**src/rtl/wdt_pkg.sv**
```systemverilog
package wdt_pkg;
  localparam logic [7:0] ADDR_DEV_EN  = 8'h30;
  localparam logic [7:0] ADDR_OUT_CFG = 8'hF0;
  localparam logic [7:0] ADDR_TMR_CFG = 8'hF5;
  localparam logic [7:0] ADDR_TMR_VAL = 8'hF6;

  localparam int BIT_STATUS = 6;
  localparam int BIT_RUN    = 5;
  localparam int BIT_PULSE  = 4;
  localparam int BIT_UNIT   = 3;
  localparam int BIT_GATE   = 7;

  // strobes and levels from control to the countdown datapath
  typedef struct packed {
    logic       load;
    logic [7:0] loadVal;
    logic       run;
    logic       minutes;
  } cntCtl_t;
endpackage

```
**src/rtl/wdt_countdown.sv**
```systemverilog
module wdt_countdown
  import wdt_pkg::*;
#(
  parameter int TICKS_PER_SEC = 1000,
  parameter int SECS_PER_MIN  = 60
) (
  input  logic       clk,
  input  logic       rstN,
  input  logic       tick,
  input  cntCtl_t    ctl,
  output logic [7:0] count,
  output logic       expire
);
  localparam int MIN_TICKS = TICKS_PER_SEC * SECS_PER_MIN;
  localparam int PRE_W     = ($clog2(MIN_TICKS) < 1) ? 1 : $clog2(MIN_TICKS);

  logic [PRE_W-1:0] preCnt;
  logic [PRE_W-1:0] unitLast;
  logic             active;
  logic             unitDone;

  assign unitLast = ctl.minutes ? PRE_W'(MIN_TICKS - 1) : PRE_W'(TICKS_PER_SEC - 1);
  assign active   = ctl.run && (count != 8'd0);
  assign unitDone = active && tick && (preCnt >= unitLast);
  assign expire   = unitDone && (count == 8'd1) && !ctl.load;

  always_ff @(posedge clk) begin
    if (!rstN) begin
      preCnt <= '0;
      count  <= 8'd0;
    end else if (ctl.load) begin
      count  <= ctl.loadVal;
      preCnt <= '0;
    end else if (!active) begin
      preCnt <= '0;
    end else if (tick) begin
      if (unitDone) begin
        preCnt <= '0;
        count  <= count - 8'd1;
      end else begin
        preCnt <= preCnt + PRE_W'(1);
      end
    end
  end

  AST_LOAD_TAKES: assert property (@(posedge clk) disable iff (!rstN)
    ctl.load |=> count == $past(ctl.loadVal));
  AST_HOLD_IDLE: assert property (@(posedge clk) disable iff (!rstN)
    (!ctl.run && !ctl.load) |=> count == $past(count));
  AST_ZERO_STAYS: assert property (@(posedge clk) disable iff (!rstN)
    (count == 8'd0 && !ctl.load) |=> count == 8'd0);
  AST_EXPIRE_ZERO: assert property (@(posedge clk) disable iff (!rstN)
    expire |=> count == 8'd0);
endmodule

```
**src/rtl/wdt_regs_ctl.sv**
```systemverilog
module wdt_regs_ctl
  import wdt_pkg::*;
#(
  parameter int PULSE_MS0 = 1,
  parameter int PULSE_MS1 = 25,
  parameter int PULSE_MS2 = 125,
  parameter int PULSE_MS3 = 5000
) (
  input  logic       clk,
  input  logic       rstN,
  input  logic       tick,
  input  logic       regWrEn,
  input  logic [7:0] regAddr,
  input  logic [7:0] regWrData,
  input  logic [7:0] count,
  input  logic       expire,
  output cntCtl_t    ctl,
  output logic [7:0] rdData,
  output logic       wdRstN
);
  localparam int PW_A   = (PULSE_MS0 > PULSE_MS1) ? PULSE_MS0 : PULSE_MS1;
  localparam int PW_B   = (PULSE_MS2 > PULSE_MS3) ? PULSE_MS2 : PULSE_MS3;
  localparam int PW_MAX = (PW_A > PW_B) ? PW_A : PW_B;
  localparam int PW_W   = $clog2(PW_MAX + 1);

  logic            devEn, outGate, runEn, pulseMode, minutes, status;
  logic [1:0]      widthSel;
  logic            rstActive, pulseOn;
  logic [PW_W-1:0] pulseLeft;
  logic            wrDev, wrGate, wrCfg, wrTime, relEvt;

  function automatic logic [PW_W-1:0] widthTicks(input logic [1:0] code);
    case (code)
      2'd0:    return PW_W'(PULSE_MS0);
      2'd1:    return PW_W'(PULSE_MS1);
      2'd2:    return PW_W'(PULSE_MS2);
      default: return PW_W'(PULSE_MS3);
    endcase
  endfunction

  assign wrDev  = regWrEn && (regAddr == ADDR_DEV_EN);
  assign wrGate = regWrEn && (regAddr == ADDR_OUT_CFG);
  assign wrCfg  = regWrEn && (regAddr == ADDR_TMR_CFG);
  assign wrTime = regWrEn && (regAddr == ADDR_TMR_VAL);

  assign relEvt = wrTime || (wrDev && !regWrData[0]) ||
                  (wrCfg && !regWrData[BIT_RUN]) || !(devEn && runEn);

  assign ctl.load    = wrTime;
  assign ctl.loadVal = regWrData;
  assign ctl.run     = devEn && runEn;
  assign ctl.minutes = minutes;

  always_ff @(posedge clk) begin
    if (!rstN) begin
      devEn     <= 1'b0;
      outGate   <= 1'b0;
      runEn     <= 1'b0;
      pulseMode <= 1'b0;
      minutes   <= 1'b0;
      widthSel  <= 2'd0;
    end else begin
      if (wrDev)  devEn   <= regWrData[0];
      if (wrGate) outGate <= regWrData[BIT_GATE];
      if (wrCfg) begin
        runEn     <= regWrData[BIT_RUN];
        pulseMode <= regWrData[BIT_PULSE];
        minutes   <= regWrData[BIT_UNIT];
        widthSel  <= regWrData[1:0];
      end
    end
  end

  always_ff @(posedge clk) begin
    if (!rstN) begin
      status <= 1'b0;
    end else if (expire) begin
      status <= 1'b1;
    end else if (wrCfg && regWrData[BIT_STATUS]) begin
      status <= 1'b0;
    end
  end

  always_ff @(posedge clk) begin
    if (!rstN) begin
      rstActive <= 1'b0;
      pulseOn   <= 1'b0;
      pulseLeft <= '0;
    end else if (relEvt) begin
      rstActive <= 1'b0;
      pulseOn   <= 1'b0;
      pulseLeft <= '0;
    end else if (expire) begin
      rstActive <= 1'b1;
      pulseOn   <= pulseMode;
      pulseLeft <= pulseMode ? widthTicks(widthSel) : '0;
    end else if (rstActive && pulseOn && tick) begin
      if (pulseLeft <= PW_W'(1)) begin
        rstActive <= 1'b0;
        pulseOn   <= 1'b0;
        pulseLeft <= '0;
      end else begin
        pulseLeft <= pulseLeft - PW_W'(1);
      end
    end
  end

  assign wdRstN = !(rstActive && outGate);

  always_comb begin
    case (regAddr)
      ADDR_DEV_EN:  rdData = {7'b0, devEn};
      ADDR_OUT_CFG: rdData = {outGate, 7'b0};
      ADDR_TMR_CFG: rdData = {1'b0, status, runEn, pulseMode, minutes, 1'b0, widthSel};
      ADDR_TMR_VAL: rdData = count;
      default:      rdData = 8'h00;
    endcase
  end

  AST_EXPIRE_FLAGS: assert property (@(posedge clk) disable iff (!rstN)
    expire |=> status);
  AST_STATUS_HOLD: assert property (@(posedge clk) disable iff (!rstN)
    (status && !(wrCfg && regWrData[BIT_STATUS])) |=> status);
  AST_RELOAD_RELEASE: assert property (@(posedge clk) disable iff (!rstN)
    wrTime |=> wdRstN);
  AST_OFF_RELEASE: assert property (@(posedge clk) disable iff (!rstN)
    (wrCfg && !regWrData[BIT_RUN]) |=> wdRstN);
endmodule

```
**src/rtl/wdog_timer.sv**
```systemverilog
module wdog_timer
  import wdt_pkg::*;
#(
  parameter int TICKS_PER_SEC = 1000,
  parameter int SECS_PER_MIN  = 60,
  parameter int PULSE_MS0     = 1,
  parameter int PULSE_MS1     = 25,
  parameter int PULSE_MS2     = 125,
  parameter int PULSE_MS3     = 5000
) (
  input  logic       clk,
  input  logic       rstN,
  input  logic       tickMs,
  input  logic       regWrEn,
  input  logic [7:0] regAddr,
  input  logic [7:0] regWrData,
  output logic [7:0] rdData,
  output logic       wdRstN
);
  cntCtl_t    ctl;
  logic [7:0] count;
  logic       expire;

  wdt_regs_ctl #(
    .PULSE_MS0(PULSE_MS0), .PULSE_MS1(PULSE_MS1),
    .PULSE_MS2(PULSE_MS2), .PULSE_MS3(PULSE_MS3)
  ) u_ctl (
    .clk(clk), .rstN(rstN), .tick(tickMs),
    .regWrEn(regWrEn), .regAddr(regAddr), .regWrData(regWrData),
    .count(count), .expire(expire),
    .ctl(ctl), .rdData(rdData), .wdRstN(wdRstN)
  );

  wdt_countdown #(
    .TICKS_PER_SEC(TICKS_PER_SEC), .SECS_PER_MIN(SECS_PER_MIN)
  ) u_cnt (
    .clk(clk), .rstN(rstN), .tick(tickMs),
    .ctl(ctl), .count(count), .expire(expire)
  );
endmodule

```
**config.mk**
```make
export PLATFORM = sky130hd
export DESIGN_NAME = wdog_timer
export DESIGN_NICKNAME = d
export VERILOG_FILES = /design/src/rtl/wdt_pkg.sv /design/src/rtl/wdt_countdown.sv /design/src/rtl/wdt_regs_ctl.sv /design/src/rtl/wdog_timer.sv
export SDC_FILE = /design/constraint.sdc
export NUM_CORES = 1
export LEC_CHECK = 0
export BUFFER_PORTS_ARGS = -buffer_cell sky130_fd_sc_hd__buf_2
export CORE_MARGIN = 2
export CORE_UTILIZATION = 59
export DETAILED_ROUTE_END_ITERATION = 10
export GPL_ROUTABILITY_DRIVEN = 0
export PLACE_DENSITY = 0.8
export SYNTH_ARGS = -nofsm -noshare
export SYNTH_HDL_FRONTEND = slang
export SYNTH_SLANG_ARGS = --single-unit
export TNS_END_PERCENT = 1
```
**constraint.sdc**
```tcl
create_clock -name clk -period 3.12 [get_ports clk]
set_input_delay 0.624 -clock clk [delete_from_list [all_inputs] [get_ports clk]]
set_output_delay 0.624 -clock clk [all_outputs]
set_load 0.005 [all_outputs]
```
==> summary.txt <==
Outcome
  – Status: completed

Routing
  – Residual DRC: 0
  – Via count: 2607
  – DRT iter0 DRCs: 202
  – DRT Pass-1 Iters: 4
  – Vias/cell: 6.091
  – Routed wire length: 6.457 mm
  – Met3 wire len: 243 um
  – WL met2: 3.108 mm
  – Routed Antenna Nets: 0
  – Max layer used: met4
  – WL/cell: 15.09 um
  – Metal1 wirelength: 3.034 mm

Floorplan
  – Core box area: 0.004661 mm2
  – Row cnt: 25
  – Die height: 73.29 um
  – Initial Utilization: 60.78%
  – # IOs: 29
  – Die Span X: 73.29 um
  – Total die area: 0.005371 mm2

GRT
  – First-pass GRT wire length: 10.57 mm
  – Grt ovf: 0
  – Vias in the first global route: 2305
  – Largest net degree at the start of global routing: 18
  – Global-route usage over all layers: 25.01%
  – Initial antenna violation count: 0

Timing
  – Setup WS post-layout: 0.5405 ns
  – Worst-margin pin slew: 0.6067 ns
  – Slew Limit Fails: 0
  – Slew HR: 58.99%
  – Skew final: 0.009229 ns
  – Minimum clock period: 2.580 ns
  – Final setup viols: 0
  – Final setup TNS: 0 ns
  – Hold Vio Cnt, Final: 0
  – Final hold slack: 0.4974 ns
  – Max Freq: 387.7 MHz
  – Tcrit/Tclk final: 82.68%
  – RSZ-0062 raised after global routing: false

Power
  – Pwr Total: 1.034 mW
  – Sequential share of power: 58.0%
  – Static leakage: 1.147 nW
  – PwrDens: 332.6 mW/mm2
  – Pint: 794.5 uW
  – Combinational share of power: 3.5%
  – Clock network fraction of design power: 38.5%
  – Peak VDD IR: 0.0002363 V
  – Net Switching: 239.5 uW
  – Switching Share: 23.16%

Finish
  – # diodes: 0
  – Final std cells w/o fill: 428
  – Syn-to-layout area delta: 9.761%
  – Layout cells sized above 1: 14.71%
  – Final-stage net count: 410

Place
  – Placed Instances: 420
  – Post-Place Setup Slack: 0.5897 ns
  – Post-DP HPWL: 4.775 mm
  – IO buf count: 28

Synthesis
  – Synth area leader: dfxtp_1
  – Syn Area/Cell: 8.140 um2
  – Syn nets: 385
  – Mapped cell area: 0.002833 mm2
  – Post-synth EDFFs: 0
  – Post-synthesis register bit count: 47
  – Most used DFF post-synth: dfxtp_1
  – Register area share after synthesis: 33.22%
  – Synth area leaders: dfxtp_1, ha_1, nand2_1, a21oi_1, nand3_1
  – Top cell type's share of synthesized area: 33.22%
  – Synth warn: 0
  – Syn Inst Count: 348
  – Yosys cell types: 57
  – Ys async rst share: 0%

Setup path
  – Critical-path maximum fanout: 17
  – Critical path class: flop to flop
  – Crit. End Element: flop
  – Worst path arrival time: 2.82 ns
  – Crit Reg-Reg Startpoint: u_ctl.minutes$_SDFFE_PN0P_
  – Critical Path RT: 3.36 ns
  – Worst R2R Path Depth: 8
  – Reg2reg end: u_ctl.pulseLeft[0]$_SDFFE_PP0P_
  – Startpoint types: flop
  – Reg2reg setup slack: 0.54 ns

Clocking
  – Clk buf depth: 2
  – H-tree depth: 2
  – Worst skew pair latency: 0.30 ns
  – CTS hold repair buffers: 0
  – Post-cts sizing count: 0
  – Clk slew on worst S/H paths: 0.09 ns
  – Root Buffer: clkbuf_8
  – Num CTS Buffers: 5
  – Post-CTS Setup Inserts: 0
  – Clk sink count: 47
  – CTS tree: built

Min path
  – Hold Crit Class: flop to flop
  – WHS Endpoint: u_ctl.rstActive$_SDFFE_PP0P_
  – Min-delay src: u_ctl.rstActive$_SDFFE_PP0P_
  – Hold path depth: 2

Job
  – Max-cap violations: 0
[placed cells by master, fill, tap and decap left out, drive strengths merged, types with 2 or more instances in the layout]
cell type / instances
o22ai: 2
and4: 2
mux2i: 2
nand2b: 4
buf: 32
nor4b: 3
xor2: 14
clkinv: 2
or3b: 2
nand3b: 4
a22o: 6
dfxtp: 47
a22oi: 4
a21o: 4
nor4: 8
nand2: 38
or3: 5
and2: 3
nand4: 10
nor2: 32
ha: 17
nor3: 14
o21ai: 12
inv: 10
a211oi: 3
and3: 2
xnor2: 7
a31oi: 3
o221ai: 3
nand3: 26
clkbuf: 6
a21oi: 30
or2: 2
[per-layer routing]
| metal | up-vias | track usage (%) |
|---|---|---|
| met5 | - | 0 |
| met3 | 9 | 4.527 |
| met4 | 0 | 8.687 |
| met1 | 1210 | 33.13 |
| li1 | 1322 | - |
| met2 | 66 | 41.04 |
[critical path, stage by stage, from the launching register on]
cell and delay, ns:
dfxtp_1 0.45, inv_1 0.17, ha_1 0.33, nand3_1 0.10
nor4_1 0.23, a211o_1 0.42, nand3b_4 0.27, or3b_1 0.42
a21oi_2 0.11
[logic make-up after synthesis]
logic type                 count (synthesis)  synth area share, %
adders and majority gates                 17                7.509
xor gates and xnor gates                  21                6.493
buffers and inverters                     25                3.798
DFF                                       47                33.22
AOI/OAI and AO/OA                         77                17.76
muxes                                      2               0.7067
and+or+nand+nor                          159                30.52
[synthesized netlist by cell type, types with 4 or more instances]
cell and n:
or3_1 4, a21oi_1 28, nor3_1 14, nand4_1 10, clkbuf_1 6, nor4_1 5
a21o_1 4, a22o_1 6, dfxtp_1 47, nand2_1 38, nand2b_1 4, a22oi_1 4
inv_1 10, buf_2 5, o21ai_0 12, ha_1 17, nand3_1 25, xor2_1 14
nor2_1 32, xnor2_1 7
[registers in the layout, summed over array words and instances, names as in the netlist, 2 cells and up]
| signal | flops |
|---|---|
| u_cnt.preCnt | 16 |
| u_ctl.pulseLeft | 13 |
| u_cnt.count | 8 |
| u_ctl.widthSel | 2 |
[worst max-delay path by stage]
stage / start / endpoint / slack (ns)
4_1_cts: u_ctl.minutes$_SDFFE_PN0P_ / u_ctl.pulseLeft[0]$_SDFFE_PP0P_ / 0.56
2_1_floorplan: regAddr[5] / rdData[1] / 0.86
5_1_grt: u_ctl.minutes$_SDFFE_PN0P_ / u_ctl.pulseLeft[0]$_SDFFE_PP0P_ / 0.35
3_5_place_dp: u_ctl.minutes$_SDFFE_PN0P_ / u_ctl.pulseLeft[0]$_SDFFE_PP0P_ / 0.59
3_3_place_gp: regAddr[1] / u_ctl.pulseLeft[3]$_SDFFE_PP0P_ / 0.63
6_report: u_ctl.minutes$_SDFFE_PN0P_ / u_ctl.pulseLeft[0]$_SDFFE_PP0P_ / 0.54
[through the flow]
step	cell area (um2)	util [%]
global route	3109	66.71
floorplan	2833	-
detailed placement	3010	64.59
finish	3109	66.71
global placement	3010	64.59
CTS	3109	66.71
[final cells by class]
cell class	count	area [um2]
multi-input combinational	276	1790
clock buffer	6	82.58
sequential	47	940.9
tap	54	67.56
fill	408	1551
clock inverter	2	16.27
inverter	11	41.29
timing repair buffer	32	170.2
[power by group through the flow]
| stage | logic (mW) | clock network [mW] | registers [mW] |
|---|---|---|---|
| floorplan | 0.0149 | 0 | 0.614 |
| global placement | 0.0347 | 0 | 0.614 |
| detailed placement | 0.0358 | 0 | 0.614 |
| CTS | 0.0358 | 0.405 | 0.600 |
| global route | 0.0402 | 0.430 | 0.600 |
| finish | 0.0362 | 0.398 | 0.600 |
Power figures use the tool's default switching activity.
